## config.mk

```make
export PLATFORM = sky130hd
export DESIGN_NAME = uart_tx_engine
export DESIGN_NICKNAME = d
export VERILOG_FILES = /design/src/rtl/uart_tx_pkg.sv /design/src/rtl/uart_tx_ovs.sv /design/src/rtl/uart_tx_parity.sv /design/src/rtl/uart_tx_engine.sv
export SDC_FILE = /design/constraint.sdc
export NUM_CORES = 1
export LEC_CHECK = 0
export ABC_AREA = 1
export BUFFER_PORTS_ARGS = -buffer_cell sky130_fd_sc_hd__buf_2
export CAP_MARGIN = 20
export CORE_ASPECT_RATIO = 0.5
export CORE_MARGIN = 2
export CORE_UTILIZATION = 50
export CTS_BUF_LIST = sky130_fd_sc_hd__clkbuf_4 sky130_fd_sc_hd__clkbuf_8
export DETAILED_ROUTE_END_ITERATION = 10
export PLACE_DENSITY = 0.72
export SKIP_CTS_REPAIR_TIMING = 1
export SYNTH_ARGS = -nofsm -noshare
export SYNTH_HDL_FRONTEND = slang
export SYNTH_SLANG_ARGS = --single-unit
```

## constraint.sdc

```tcl
create_clock -name clk -period 2.2 [get_ports clk]
set_input_delay 0.44 -clock clk [delete_from_list [all_inputs] [get_ports clk]]
set_output_delay 0.44 -clock clk [all_outputs]
set_load 0.01 [all_outputs]
```

## src/rtl/uart_tx_pkg.sv

```systemverilog
package uart_tx_pkg;
   typedef enum logic [1:0] {
      ST_IDLE  = 2'd0,
      ST_START = 2'd1,
      ST_SHIFT = 2'd2,
      ST_STOP  = 2'd3
   } tx_state_e;

   typedef enum logic [1:0] {
      PAR_ODD   = 2'd0,
      PAR_EVEN  = 2'd1,
      PAR_SPACE = 2'd2,
      PAR_MARK  = 2'd3
   } par_kind_e;
endpackage

```

## src/rtl/uart_tx_ovs.sv

```systemverilog
module uart_tx_ovs #(
   parameter int OVS = 16
) (
   input  logic clk,
   input  logic rst,
   input  logic run,
   input  logic ovs_en,
   output logic bit_end
);
   localparam int CW = (OVS > 1) ? $clog2(OVS) : 1;

   if (OVS < 2) begin : g_bad_ovs
      initial $fatal(1, "uart_tx_ovs: OVS must be at least 2");
   end

   logic [CW-1:0] cnt;

   assign bit_end = ovs_en && (cnt == CW'(OVS - 1));

   always_ff @(posedge clk) begin
      if (rst || !run)
         cnt <= '0;
      else if (ovs_en)
         cnt <= bit_end ? '0 : cnt + 1'b1;
   end
endmodule

```

## src/rtl/uart_tx_parity.sv

```systemverilog
module uart_tx_parity
   import uart_tx_pkg::*;
#(
   parameter int DATA_W = 8
) (
   input  logic [DATA_W-1:0] data,
   input  logic              short_word,
   input  logic              par_on,
   input  logic [1:0]        par_kind,
   output logic [DATA_W:0]   frame,
   output logic [$clog2(DATA_W+2)-1:0] nbits
);
   localparam int BW = $clog2(DATA_W + 2);

   logic [DATA_W-1:0] masked;
   logic              ones_odd;
   logic              pbit;

   for (genvar i = 0; i < DATA_W; i++) begin : g_mask
      if (i == DATA_W - 1) begin : g_top
         assign masked[i] = data[i] & ~short_word;
      end else begin : g_low
         assign masked[i] = data[i];
      end
   end

   assign ones_odd = ^masked;

   always_comb begin
      case (par_kind_e'(par_kind))
         PAR_ODD:   pbit = ~ones_odd;
         PAR_EVEN:  pbit = ones_odd;
         PAR_SPACE: pbit = 1'b0;
         default:   pbit = 1'b1;
      endcase
      frame = {1'b1, masked};
      if (par_on) begin
         if (short_word) frame[DATA_W-1] = pbit;
         else            frame[DATA_W]   = pbit;
      end
   end

   assign nbits = BW'(DATA_W) - BW'(short_word) + BW'(par_on);
endmodule

```

## src/rtl/uart_tx_engine.sv

```systemverilog
module uart_tx_engine
   import uart_tx_pkg::*;
#(
   parameter int DATA_W = 8,
   parameter int OVS    = 16
) (
   input  logic              clk,
   input  logic              rst,
   input  logic              ovs_en,
   input  logic              short_word,
   input  logic              two_stop,
   input  logic              par_on,
   input  logic [1:0]        par_kind,
   input  logic              cts,
   input  logic              hr_empty,
   input  logic [DATA_W-1:0] hr_data,
   output logic              hr_rd,
   output logic              txd,
   output logic              st_idle,
   output logic              st_start,
   output logic              st_shift,
   output logic              st_stop
);
   localparam int FW = DATA_W + 1;
   localparam int BW = $clog2(DATA_W + 2);

   if (DATA_W < 2) begin : g_bad_width
      initial $fatal(1, "uart_tx_engine: DATA_W must be at least 2");
   end

   tx_state_e     state;
   logic          start_go;
   logic [FW-1:0] sr;
   logic [BW-1:0] bits_left;
   logic          stop2_q;
   logic          stop_idx;

   logic [FW-1:0] frame_w;
   logic [BW-1:0] nbits_w;
   logic          bit_end;
   logic          run;
   logic          last_stop;
   logic          take;

   uart_tx_parity #(.DATA_W(DATA_W)) u_par (
      .data       (hr_data),
      .short_word (short_word),
      .par_on     (par_on),
      .par_kind   (par_kind),
      .frame      (frame_w),
      .nbits      (nbits_w)
   );

   assign run = (state == ST_START && start_go) || state == ST_SHIFT || state == ST_STOP;

   uart_tx_ovs #(.OVS(OVS)) u_ovs (
      .clk     (clk),
      .rst     (rst),
      .run     (run),
      .ovs_en  (ovs_en),
      .bit_end (bit_end)
   );

   assign last_stop = (state == ST_STOP) && bit_end && (stop_idx == stop2_q);
   assign take      = !rst && !hr_empty && (state == ST_IDLE || last_stop);
   assign hr_rd     = take;

   always_ff @(posedge clk) begin
      if (rst) begin
         state     <= ST_IDLE;
         start_go  <= 1'b0;
         sr        <= '1;
         bits_left <= '0;
         stop2_q   <= 1'b0;
         stop_idx  <= 1'b0;
      end else begin
         case (state)
            ST_IDLE: ;
            ST_START: begin
               if (!start_go) begin
                  if (cts) start_go <= 1'b1;
               end else if (bit_end) begin
                  start_go <= 1'b0;
                  state    <= ST_SHIFT;
               end
            end
            ST_SHIFT: begin
               if (bit_end) begin
                  sr        <= {1'b1, sr[FW-1:1]};
                  bits_left <= bits_left - 1'b1;
                  if (bits_left == BW'(1)) begin
                     state    <= ST_STOP;
                     stop_idx <= 1'b0;
                  end
               end
            end
            default: begin
               if (last_stop)    state    <= ST_IDLE;
               else if (bit_end) stop_idx <= 1'b1;
            end
         endcase
         if (take) begin
            sr        <= frame_w;
            bits_left <= nbits_w;
            stop2_q   <= two_stop;
            start_go  <= 1'b0;
            state     <= ST_START;
         end
      end
   end

   always_comb begin
      case (state)
         ST_IDLE:  txd = 1'b1;
         ST_START: txd = !start_go;
         ST_SHIFT: txd = sr[0];
         default:  txd = 1'b1;
      endcase
   end

   assign st_idle  = (state == ST_IDLE);
   assign st_start = (state == ST_START);
   assign st_shift = (state == ST_SHIFT);
   assign st_stop  = (state == ST_STOP);

   AST_STATUS_ONEHOT: assert property (@(posedge clk) disable iff (rst)
      $onehot({st_idle, st_start, st_shift, st_stop}))
      else $error("status not one-hot");
   AST_RD_SINGLE: assert property (@(posedge clk) disable iff (rst)
      hr_rd |=> !hr_rd)
      else $error("read strobe longer than one cycle");
   AST_RD_NEEDS_DATA: assert property (@(posedge clk) disable iff (rst)
      hr_rd |-> !hr_empty)
      else $error("read strobe with empty holding register");
   AST_IDLE_MARK: assert property (@(posedge clk) disable iff (rst)
      st_idle |-> txd)
      else $error("line low while idle");
   AST_START_HIGH_ON_ENTRY: assert property (@(posedge clk) disable iff (rst)
      $rose(st_start) |-> txd)
      else $error("start bit before clear-to-send wait");
   AST_STOP_MARK: assert property (@(posedge clk) disable iff (rst)
      st_stop |-> txd)
      else $error("line low during stop phase");
   AST_STOP_AFTER_SHIFT: assert property (@(posedge clk) disable iff (rst)
      $rose(st_stop) |-> $past(st_shift))
      else $error("stop phase not entered from shift");
endmodule

```

# Word level (Yosys, flattened, before mapping)
# Index checks and enable logic that the tools add are counted.
[word_totals]
register_bits = 22
in_bits = 18
out_inout_bits = 6
wordCells = 89
[classes]
mux = 27
n_bitwise = 5
n_reduce_logical = 27
n_eq_ne = 18
addsub = 4
[op_table]
columns = ["op", "n"]
rows = [
  ["9-bit 2-to-1 mux", 3],
  ["4-bit 2-to-1 mux", 4],
  ["2-bit 2-to-1 mux", 6],
  ["3-bit by 2-bit inequality test with 1-bit output, second input constant", 4],
  ["6-bit AND reduction", 2],
  ["1-bit 2-to-1 mux", 10],
  ["2-bit by 1-bit inequality test with 1-bit output, second input constant", 4],
  ["8-bit parity", 1],
  ["2-bit equality test, second input constant", 3],
  ["1-bit logical AND", 6],
  ["2-bit one-hot mux with 3 select lines", 1],
  ["4-bit by 1-bit adder with 4-bit output", 1],
  ["4-bit by 1-bit adder with 4-bit output, second input constant", 1],
  ["2-bit by 1-bit equality test with 1-bit output, second input constant", 2],
  ["4-bit by 1-bit equality test with 1-bit output, second input constant", 1],
  ["4-bit equality test, second input constant", 1],
  ["1-bit zero test", 4],
  ["2-bit zero test", 2],
  ["1-bit logical OR", 4],
  ["2-bit inequality test, second input constant", 2],
  ["1-bit NOT", 4],
  ["1-bit one-hot mux with 2 select lines", 2],
  ["4-bit AND reduction", 1],
  ["2-bit nonzero test", 2],
  ["9 further kinds", 10],
]

# Depth between registers and ports, before layout
# Gate-level depths: netlist of the first run.
[depth]
ltp_word = 8
depth_mapped = 14
ltp_nobuf = 14

# Cells and area by module
# From an unflattened synthesis of the first run, not the netlist that was laid out.
[unflattened]
hier_cells = 253
area_unflattened_um2 = 1620.3
[modules_own_cells]
columns = ["module", "seq_area_each_um2", "area_per_inst_um2", "cells_each", "n_inst"]
rows = [
  ["uart_tx_engine", 360.3, 1129.8, 162, 1],
  ["uart_tx_parity", 0.0, 290.3, 61, 1],
  ["uart_tx_ovs", 80.1, 200.2, 30, 1],
]

# Worst setup path after synthesis of the first run
# OpenSTA, ideal clock, no wires.
[synth_timing]
path_kind = "register to output"
startpoint = "reg state[0]"
endpoint = "out hr_rd"
path_stages_with_launch = 9
n_path_buf = 1
required_time_ns = 1.760
t_arrival_ns = 1.305
slack_ns = 0.455
cell_sequence = "dfxtp_1 -> ha_1 -> inv_1 -> a21oi_1 -> nand3_4 -> nand2_2 -> nand2_2 -> buf_6 -> clkinv_4"
[synth_via]
elab_chain_len = 5
elab_cells_between_ends = 6
cone_classes = "eq/ne: 1; reduce/logical: 5"
[synth_lines]
columns = ["element", "line", "source"]
rows = [
  ["from (decl)", "uart_tx_engine.sv:31", "tx_state_e state;"],
  ["from (signal assigned)", "uart_tx_engine.sv:70", "state <= ST_IDLE;"],
  ["from (signal assigned)", "uart_tx_engine.sv:84", "state <= ST_SHIFT;"],
  ["from (signal assigned)", "uart_tx_engine.sv:92", "state <= ST_STOP;"],
  ["2-bit equality test", "n/a", ""],
  ["named net st_stop", "uart_tx_engine.sv:22", "output logic st_stop"],
  ["1-bit logical AND (2 in a row)", "uart_tx_engine.sv:64", "assign last_stop = (state == ST_STOP) && bit_end && (stop_idx == stop2_q);"],
  ["1-bit logical OR", "uart_tx_engine.sv:65", "assign take = !rst && !hr_empty && (state == ST_IDLE || last_stop);"],
  ["1-bit logical AND", "uart_tx_engine.sv:65", ""],
  ["to (decl)", "uart_tx_engine.sv:17", "output logic hr_rd,"],
]
# The timed path passes the listed nets, and every way through them passes these cells.

# Final worst setup path of the first run
[layout_timing]
startpoint = "reg state[1]"
endpoint = "out hr_rd"
[layout_via]
elab_chain_len = 5
elab_cells_between_ends = 6
cone_classes = "eq/ne: 1; reduce/logical: 5"
[layout_lines]
columns = ["element", "line"]
rows = [
  ["2-bit equality test", "uart_tx_engine.sv:64"],
  ["1-bit logical AND (2 in a row)", "uart_tx_engine.sv:64"],
  ["1-bit logical OR (*)", "uart_tx_engine.sv:65"],
  ["1-bit logical AND (*)", "uart_tx_engine.sv:65"],
]
# Mark *: on every way between the ends. The rest lies on a longest branch, timed or not.

==> results of run 1 <==
==> layer usage <==
layer / share of wire / wire [um] / up-vias / track usage
met5: 0 / 0 / - / 0
met4: 0.0050 / 16 / 0 / 0.0300
met3: 0.049 / 157 / 2 / 0.0468
met2: 0.45 / 1440 / 28 / 0.350
met1: 0.50 / 1600 / 647 / 0.250
li1: - / - / 786 / -
==> Yosys cell counts, drive strengths merged, types with 2 or more instances <==
cell / instances
nand4: 3
nand3: 14
a21oi: 13
o21ai: 22
nor3: 6
inv: 43
o2111ai: 2
ha: 10
a211oi: 2
nor2: 15
nand2: 59
dfxtp: 22
o211ai: 5
xor2: 2
buf: 4
==> sequential cells by signal, summed over array words and instances (netlist names) <==
name       cells
u_ovs.cnt      4
start_go       1
sr             9
stop_idx       1
bits_left      4
stop2_q        1
state          2
==> worst max path at each step <==
stage	slack, ps	startpoint	end	depth (start not counted)
global route	-20	state[1]	hr_rd	8
global placement	330	ovs_en	hr_rd	8
finish	70	state[1]	hr_rd	8
floorplan	450	state[0]	hr_rd	8
CTS	-20	state[0]	hr_rd	8
detailed placement	290	state[0]	hr_rd	8
==> worst max-delay path: stages (launching register included) <==
cell	delay, ps
dfxtp_1	400
ha_2	230
inv_1	60
a21oi_2	170
nand3_4	120
nand2_2	100
nand2_4	110
clkinv_4	110
buf_2	130
==> final cells by class <==
cell class / instances / share of cell area
Multi-Input combinational cell: 158 / 0.505
Timing Repair Buffer: 27 / 0.0818
Clock inverter: 1 / 0.0169
Clock buffer: 3 / 0.0233
Sequential cell: 22 / 0.249
Tap cell: 40 / 0.0282
Inverter: 44 / 0.0959
==> cell usage in the layout, fill, tap and decap left out, types with 2 or more instances in the layout <==
cell and n:
xor2_1 2, nand4_1 3, clkbuf_8 3, buf_2 23, nor2_4 2, nor2_1 13, nand2_4 2, nand2_1 56
dfxtp_1 21, o21ai_1 5, o21ai_0 16, ha_1 9, nor3_1 5, nand3_1 12, a21oi_1 12, inv_1 41
o2111ai_1 2, buf_4 4, o211ai_1 5, inv_2 2
==> kinds of logic (layout without fill, tap and decap cells) <==
| family | Yosys count | after routing | synth area share |
|---|---|---|---|
| AOI/OAI and AO/OA | 45 | 45 | 0.170 |
| muxes | 1 | 1 | 0.00651 |
| adders and majority gates | 10 | 10 | 0.0814 |
| and+or+nand+nor | 99 | 99 | 0.300 |
| xor gates and xnor gates | 3 | 3 | 0.0171 |
| buffers and inverters | 48 | 75 | 0.138 |
| DFF | 22 | 22 | 0.286 |
==> stage by stage <==
| step | total power, W | area (um^2) | setup TNS, ps | worst slack (ps) |
|---|---|---|---|---|
| 2_1_floorplan | 0.000556 | 1540 | 0 | 455 |
| 3_3_place_gp | 0.000597 | 1670 | 0 | 326 |
| 3_5_place_dp | 0.000601 | 1670 | 0 | 285 |
| 4_1_cts | 0.000986 | 1740 | -18.1 | -18.1 |
| 5_1_grt | 0.00103 | 1770 | -19.6 | -19.6 |
| 6_report | 0.000980 | 1770 | 0 | 70.8 |
==> report_power, final <==
part / switching (W) / internal (W)
clock network: 0.000142 / 0.000243
logic: 0.000104 / 0.0000640
registers: 0.0000103 / 0.000417
total: 0.000256 / 0.000724
==> results.yml, run 1 <==
cells_and_area:
  fillers: 289
  layout.cells.non_filler: 295
  area_growth_pct: 15.4
  drive_gt1_frac: 0.184
  regArea_um2: 442
  fin_util: 0.599
  multiInputGateArea_um2: 896
  final_nets: 284
  diodes: 0
critical_path:
  end_kind: "output port"
  r2r_slack_ps: 360
  rr_worst_depth: 11
  critical_path.reg2reg.endpoint: "sr[0]"
  cp-start-kind: "flop"
  crit_type: "reg -> out"
  r2r-start: "u_ovs.cnt[0]"
  arrival_ps: 1690
  required_ps: 1760
  worstPathMaxFanout: 11
timing:
  finClkSkew_ps: 4.60
  tightest_slew_ps: 467
  fin_crit_sh: 0.968
  fin_crit_ps: 2130
  timing.hold.ws_ps: 386
  max_freq_ghz: 0.470
  slew_headroom: 0.685
  setup_viol: 0
  hold_viol: 0
  maxSlewViolCount: 0
placed_design:
  place_inst: 288
  place_congestion: 0.834
  port_buffers: 23
  hpwl_um: 2410
logic_synthesis:
  synth_top_flop_cell: "dfxtp_1"
  syn_nets: 256
  synth_area_leaders: "dfxtp_1 (29%), nand2_1 (14%), inv_1 (10%), ha_1 (8.1%), o21ai_0 (5.2%)"
  ys_seq_elements: 22
  synth.top_cell.area_share: 0.286
  synth_cell_type_count: 33
  netlist_area_um2: 1540
  syn_area_per_cell_um2: 6.74
  ys_warn_count: 0
  synth_edf_count: 0
  synthCells: 228
  synth_top_cell_by_area: "dfxtp_1"
  ys_seq_area_frac: 0.286
  async_reset_ff_frac: 0
power_and_ir_drop:
  vdd_drop_max_uv: 377
  p_leak_nw: 0.879
  power.density_nw_per_um2: 552
floorplan:
  die_w_um: 82.4
  rows: 14
  start_util: 0.519
  die_area_um2: 3560
  die_h_um: 43.2
  core-area_um2: 2960
  io_pins: 24
route:
  drt_first_iter_violations: 64
  drt_first_pass_iters: 4
  vias: 1463
  viasPerCell: 4.96
  drt-total-wl_um: 3210
  antenna_left: 0
  routedWlPerCell_um: 10.9
  route.detailed.drc: 0
worst_hold_path:
  hp-start: "two_stop"
  min_path_cells: 3
  hold_class: "in -> reg"
  hold_end: "stop2_q"
grt:
  grtUsageTotal: 0.198
  grt_pass1_wl_um: 5530
  overflow: 0
  grt_pass1_vias: 1362
  grt_max_degree: 14
  antenna_found_initial: 0
clock_network:
  numCtsBuffers: 3
  htreeDepth: 1
  cts_tree: "done"
  ctsLongestPathBuffers: 2
  clk_latency_ps: 270
  clk_pin_slew_worst_paths_ps: 90
  cts-root-buf: "clkbuf_8"
  cts_sinks: 22
job:
  maxCapViolCount: 0
status:
  status: "finished clean"
No activity file was read; power rests on OpenSTA's default activity.
==> inputs of run 2 (changes only) <==
Settings changed: ABC_AREA 1 to default, PLACE_DENSITY 0.72 to 0.73.
==> run 2 against run 1 <==
Compared with the run above:
- clock power is 24% lower
- synthesized cell count is 26% lower
- sequential share of layout area is 3.3 points higher
- first-iteration DRC count is 1.6% higher
- register-to-register slack worse by 50 ps
- via count is 18% lower
- clock skew is 3.9 ps lower
- synthesized area is 12% lower
- critical path type unchanged
- critical endpoint unchanged
- largest cell class unchanged
- largest power group unchanged
- highest routed layer unchanged
==> results.yml, run 2 <==
logic_synthesis:
  netlist_area_um2: 1360
  synthCells: 168
  synth_commonest_cells: "nand2_1 (29), dfxtp_1 (22), o21ai_0 (15)"
  syn_area_per_cell_um2: 8.08
  synth.most_common_cell: "nand2_1"
  synth_top_flop_cell: "dfxtp_1"
  synth.top_cell.area_share: 0.324
  ys_seq_elements: 22
  ys_seq_area_frac: 0.324
  synth_edf_count: 0
  synth_top_cell_by_area: "dfxtp_1"
  ys_warn_count: 0
  synth_cell_type_count: 40
  async_reset_ff_frac: 0
  syn_nets: 196
  synth_area_leaders: "dfxtp_1 (32%), ha_1 (9.2%), nand2_1 (8.0%), o21ai_0 (5.5%), xnor2_1 (4.5%)"
timing:
  maxSlewViolCount: 0
  tns_ps: 0
  tightest_slew_ps: 386
  rsz0062_at_grt: "false"
  max_freq_ghz: 0.478
  fin_crit_sh: 0.950
  fin_crit_ps: 2090
  timing.hold.ws_ps: 378
  setup_viol: 0
  finClkSkew_ps: 0.721
  slew_headroom: 0.741
  hold_viol: 0
cells_and_area:
  largest_reg_flops: 9
  mostFrequentLayoutCells: "nand2_1 (29), buf_2 (23), dfxtp_1 (21), o21ai_0 (15), nor2_1 (12)"
  final_nets: 221
  diodes: 0
  drive_gt1_frac: 0.219
  reg_top3: "sr x9, bits_left x4, u_ovs.cnt x4"
  layout.cells.non_filler: 229
  regMostFlops: "sr"
  final_common_cell: "nand2_1"
  area_growth_pct: 15.6
clock_network:
  cts_sinks: 22
  cts-root-buf: "clkbuf_8"
  numCtsBuffers: 3
  htreeDepth: 1
  clk_pin_slew_worst_paths_ps: 80
  cts_tree: "done"
  ctsLongestPathBuffers: 2
  clk_latency_ps: 260
route:
  drt_first_pass_iters: 4
  drt_first_iter_violations: 65
  vias: 1196
  drt-total-wl_um: 2840
  viasPerCell: 5.22
  antenna_left: 0
  routedWlPerCell_um: 12.4
  route.detailed.drc: 0
power_and_ir_drop:
  combPwrFrac: 0.162
  switching_power_w: 0.000216
  p_seq_frac: 0.497
  p_leak_nw: 0.666
  vdd_drop_max_uv: 278
  power.density_nw_per_um2: 544
  power_frac_clock: 0.341
  p_sw_frac: 0.253
  internal_power_w: 0.000638
grt:
  grtUsageTotal: 0.188
  grt_max_degree: 22
  grt_pass1_vias: 1024
  overflow: 0
  antenna_found_initial: 0
  grt_pass1_wl_um: 4490
floorplan:
  die_h_um: 40.8
  start_util: 0.525
  die_area_um2: 3170
  core-area_um2: 2590
  rows: 13
  io_pins: 24
  die_w_um: 77.7
critical_path:
  required_ps: 1760
  end_kind: "output port"
  worstPathMaxFanout: 10
  cp-start-kind: "flop"
  crit_type: "reg -> out"
  arrival_ps: 1650
worst_hold_path:
  hold_class: "in -> reg"
job:
  maxCapViolCount: 0
placed_design:
  port_buffers: 23
  place_congestion: 0.757
  hpwl_um: 2030
  place_inst: 225
status:
  status: "finished clean"
run 2: changes by cell type after synthesis, sizes merged, moves of 6 or more:
cell | before | now
xnor2 | 1 | 7
nand3 | 14 | 8
nand2 | 59 | 29
nand2b | 0 | 7
inv | 43 | 11
run 2: worst max-delay path, stage by stage (launching register included):
cell and delay, ps:
dfxtp_1 390, ha_2 220, nand4_2 150, nor3_4 230
o21ai_2 80, inv_2 150, buf_2 160
run 2: final cells by class:
class / instances / area (um^2)
Sequential cell: 22 / 442
Multi-Input combinational cell: 128 / 840
Timing Repair Buffer: 27 / 145
Tap cell: 37 / 46.3
Clock buffer: 4 / 55.1
Fill cell: 224 / 1020
Inverter: 11 / 41.3
run 2: per-layer routing:
metal  wire, um  GRT usage  vias up
li1           -          -      618
met1       1490      0.229      551
met2       1220      0.336       23
met3        100     0.0529        4
met4         25     0.0625        0
met5          0          0        -
run 2: worst paths after layout:
kind	start	endpoint	slack, ps	cells after the start
worst max-delay path	u_ovs.cnt[0]	hr_rd	110	6
worst min-delay path	two_stop	stop2_q	380	3
worst max register to register	u_ovs.cnt[0]	bits_left[3]	310	8
worst min register to register	stop_idx	stop_idx	510	2
run 2: logic make-up (layout without fill, tap and decap cells):
logic type                 after synthesis  after routing  synth area share
and+or+nand+nor                         66             66             0.244
AOI/OAI and AO/OA                       38             38             0.172
DFF                                     22             22             0.324
buffers and inverters                   18             42            0.0636
xor gates and xnor gates                12             12            0.0876
adders and majority gates               10             10            0.0922
muxes                                    2              2            0.0157
run 2: through the flow:
step	setup slack [ps]	instance area, um^2	util	power [W]
2_1_floorplan	451	1360	-	0.000526
3_5_place_dp	326	1500	0.582	0.000571
5_1_grt	13.8	1570	0.607	0.000902
4_1_cts	78.7	1560	0.603	0.000865
6_report	110	1570	0.607	0.000854
3_3_place_gp	334	1500	0.582	0.000570
run 2: power groups by stage:
stage               Clock, W  Sequential (W)  Combinational, W
finish              0.000291        0.000425          0.000138
global route        0.000320        0.000427          0.000156
CTS                 0.000301        0.000425          0.000138
detailed placement         0        0.000434          0.000137
global placement           0        0.000434          0.000136
floorplan                  0        0.000431         0.0000945
==> inputs of run 3 (changes only) <==
Settings changed: RECOVER_POWER from default to 100.
==> run 3 against run 2 <==
Compared with the run above:
- clock-buffer cell count is the same
- clock skew about the same
- sequential share of layout area up 0.20 points
- die area unchanged
- wire length fell by 0.77%
- non-clock buffer count unchanged
- via count fell by 0.92%
- critical path depth unchanged
==> results.yml, run 3 (synthesis results as in run 2) <==
worst_hold_path:
  hold_end: "stop2_q"
  hold_class: "in -> reg"
  hp-start: "two_stop"
  min_path_cells: 3
floorplan:
  rows: 13
  io_pins: 24
  die_area_um2: 3170
  die_h_um: 40.8
  core-area_um2: 2590
  start_util: 0.525
  die_w_um: 77.7
critical_path:
  arrival_ps: 1660
  path_delay_family: "flip-flops"
  critical_path.reg2reg.endpoint: "bits_left[3]"
  r2r_slack_ps: 170
  slowest_delay_ps: 390
  crit_type: "reg -> out"
  rr_worst_depth: 8
  end_kind: "output port"
  worstPathMaxFanout: 10
  cp-start-kind: "flop"
  r2r-start: "u_ovs.cnt[0]"
  crit_chain: "ha_2 -> nand4_2 -> nor3_4 -> o21ai_2 -> inv_2 -> clkbuf_2"
  slowest_stage: "dfxtp_1"
  path_buf_inv: 2
  required_ps: 1760
timing:
  rsz0062_at_grt: "false"
  tns_ps: 0
  tightest_slew_ps: 609
  fin_crit_ps: 2100
  fin_crit_sh: 0.952
  hold_viol: 0
  finClkSkew_ps: 0.862
  maxSlewViolCount: 0
  max_freq_ghz: 0.477
  setup_viol: 0
  slew_headroom: 0.594
cells_and_area:
  fillers: 231
  reg_top3: "sr x9, bits_left x4, u_ovs.cnt x4"
  diodes: 0
  drive_gt1_frac: 0.193
  final_nets: 221
  final_common_cell: "nand2_1"
  regMostFlops: "sr"
  area_growth_pct: 14.7
  largest_reg_flops: 9
  mostFrequentLayoutCells: "nand2_1 (29), dfxtp_1 (21), buf_2 (17), o21ai_0 (15), nor2_1 (12)"
route:
  viasPerCell: 5.17
  route.detailed.drc: 0
  routedWlPerCell_um: 12.3
  antenna_left: 0
  vias: 1185
  drt_first_iter_violations: 54
  drt_first_pass_iters: 4
  drt-total-wl_um: 2820
placed_design:
  hpwl_um: 2030
  port_buffers: 23
  place_congestion: 0.757
grt:
  grt_pass1_wl_um: 4490
  grtUsageTotal: 0.188
  grt_pass1_vias: 1024
  antenna_found_initial: 0
  grt_max_degree: 22
  overflow: 0
clock_network:
  clk_latency_ps: 260
  clk_pin_slew_worst_paths_ps: 80
  cts-root-buf: "clkbuf_8"
  ctsLongestPathBuffers: 2
  htreeDepth: 1
  cts_tree: "done"
  cts_sinks: 22
  numCtsBuffers: 3
power_and_ir_drop:
  p_leak_nw: 0.649
  power.density_nw_per_um2: 548
  total_power_w: 0.000853
  vdd_drop_max_uv: 278
status:
  status: "finished clean"
job:
  maxCapViolCount: 0
==> run 3: changes by cell type in the layout (fill, tap and decap cells not counted), sizes merged <==
cell,before,now
clkbuf,4,12
buf,27,19
==> run 3: worst max-delay path by stage <==
stage / startpoint / end / cells after the start
after floorplan: state[0] / sr[8] / 6
after global placement: short_word / sr[7] / 7
after detailed placement: short_word / sr[7] / 7
after CTS: u_ovs.cnt[0] / hr_rd / 6
after global routing: u_ovs.cnt[0] / hr_rd / 6
final: u_ovs.cnt[0] / hr_rd / 6
==> run 3: layout make-up <==
| cell class | instances | area (um^2) | share of cell area |
|---|---|---|---|
| multi-input cells | 128 | 840 | 0.539 |
| inverters | 11 | 41.3 | 0.0265 |
| repair buffers | 27 | 134 | 0.0859 |
| flip-flops and latches | 22 | 442 | 0.284 |
| well taps | 37 | 46.3 | 0.0297 |
| clock buffers | 4 | 55.1 | 0.0353 |
==> run 3: worst reg2reg max path: cells and delay by family (launching register included) <==
kind | cells | cell delay (ps)
and+or+nand+nor | 4 | 900
DFF | 1 | 390
adders and majority gates | 1 | 220
buffers and inverters | 1 | 210
xor gates and xnor gates | 1 | 180
AOI/OAI and AO/OA | 1 | 70
==> run 3: layer usage <==
layer / track usage / up-vias / routed length [um]
li1: - / 618 / -
met1: 0.229 / 542 / 1490
met2: 0.336 / 21 / 1200
met3: 0.0529 / 4 / 99
met4: 0.0625 / 0 / 25
met5: 0 / - / 0
==> run 3: through the flow <==
step,utilization,instance area (um^2),worst slack (ps),cells,hold WS (ps)
floorplan,-,1360,451,168,464
global route,0.602,1560,12.2,229,395
detailed placement,0.582,1500,326,225,498
finish,0.602,1560,105,229,378
global placement,0.582,1500,334,225,487
CTS,0.603,1560,78.7,229,370
==> run 3: power by group <==
group          leakage (nW)  internal, W  switching (W)
clock                0.0288     0.000160       0.000131
combinational         0.440    0.0000639      0.0000736
sequential            0.180     0.000413      0.0000113
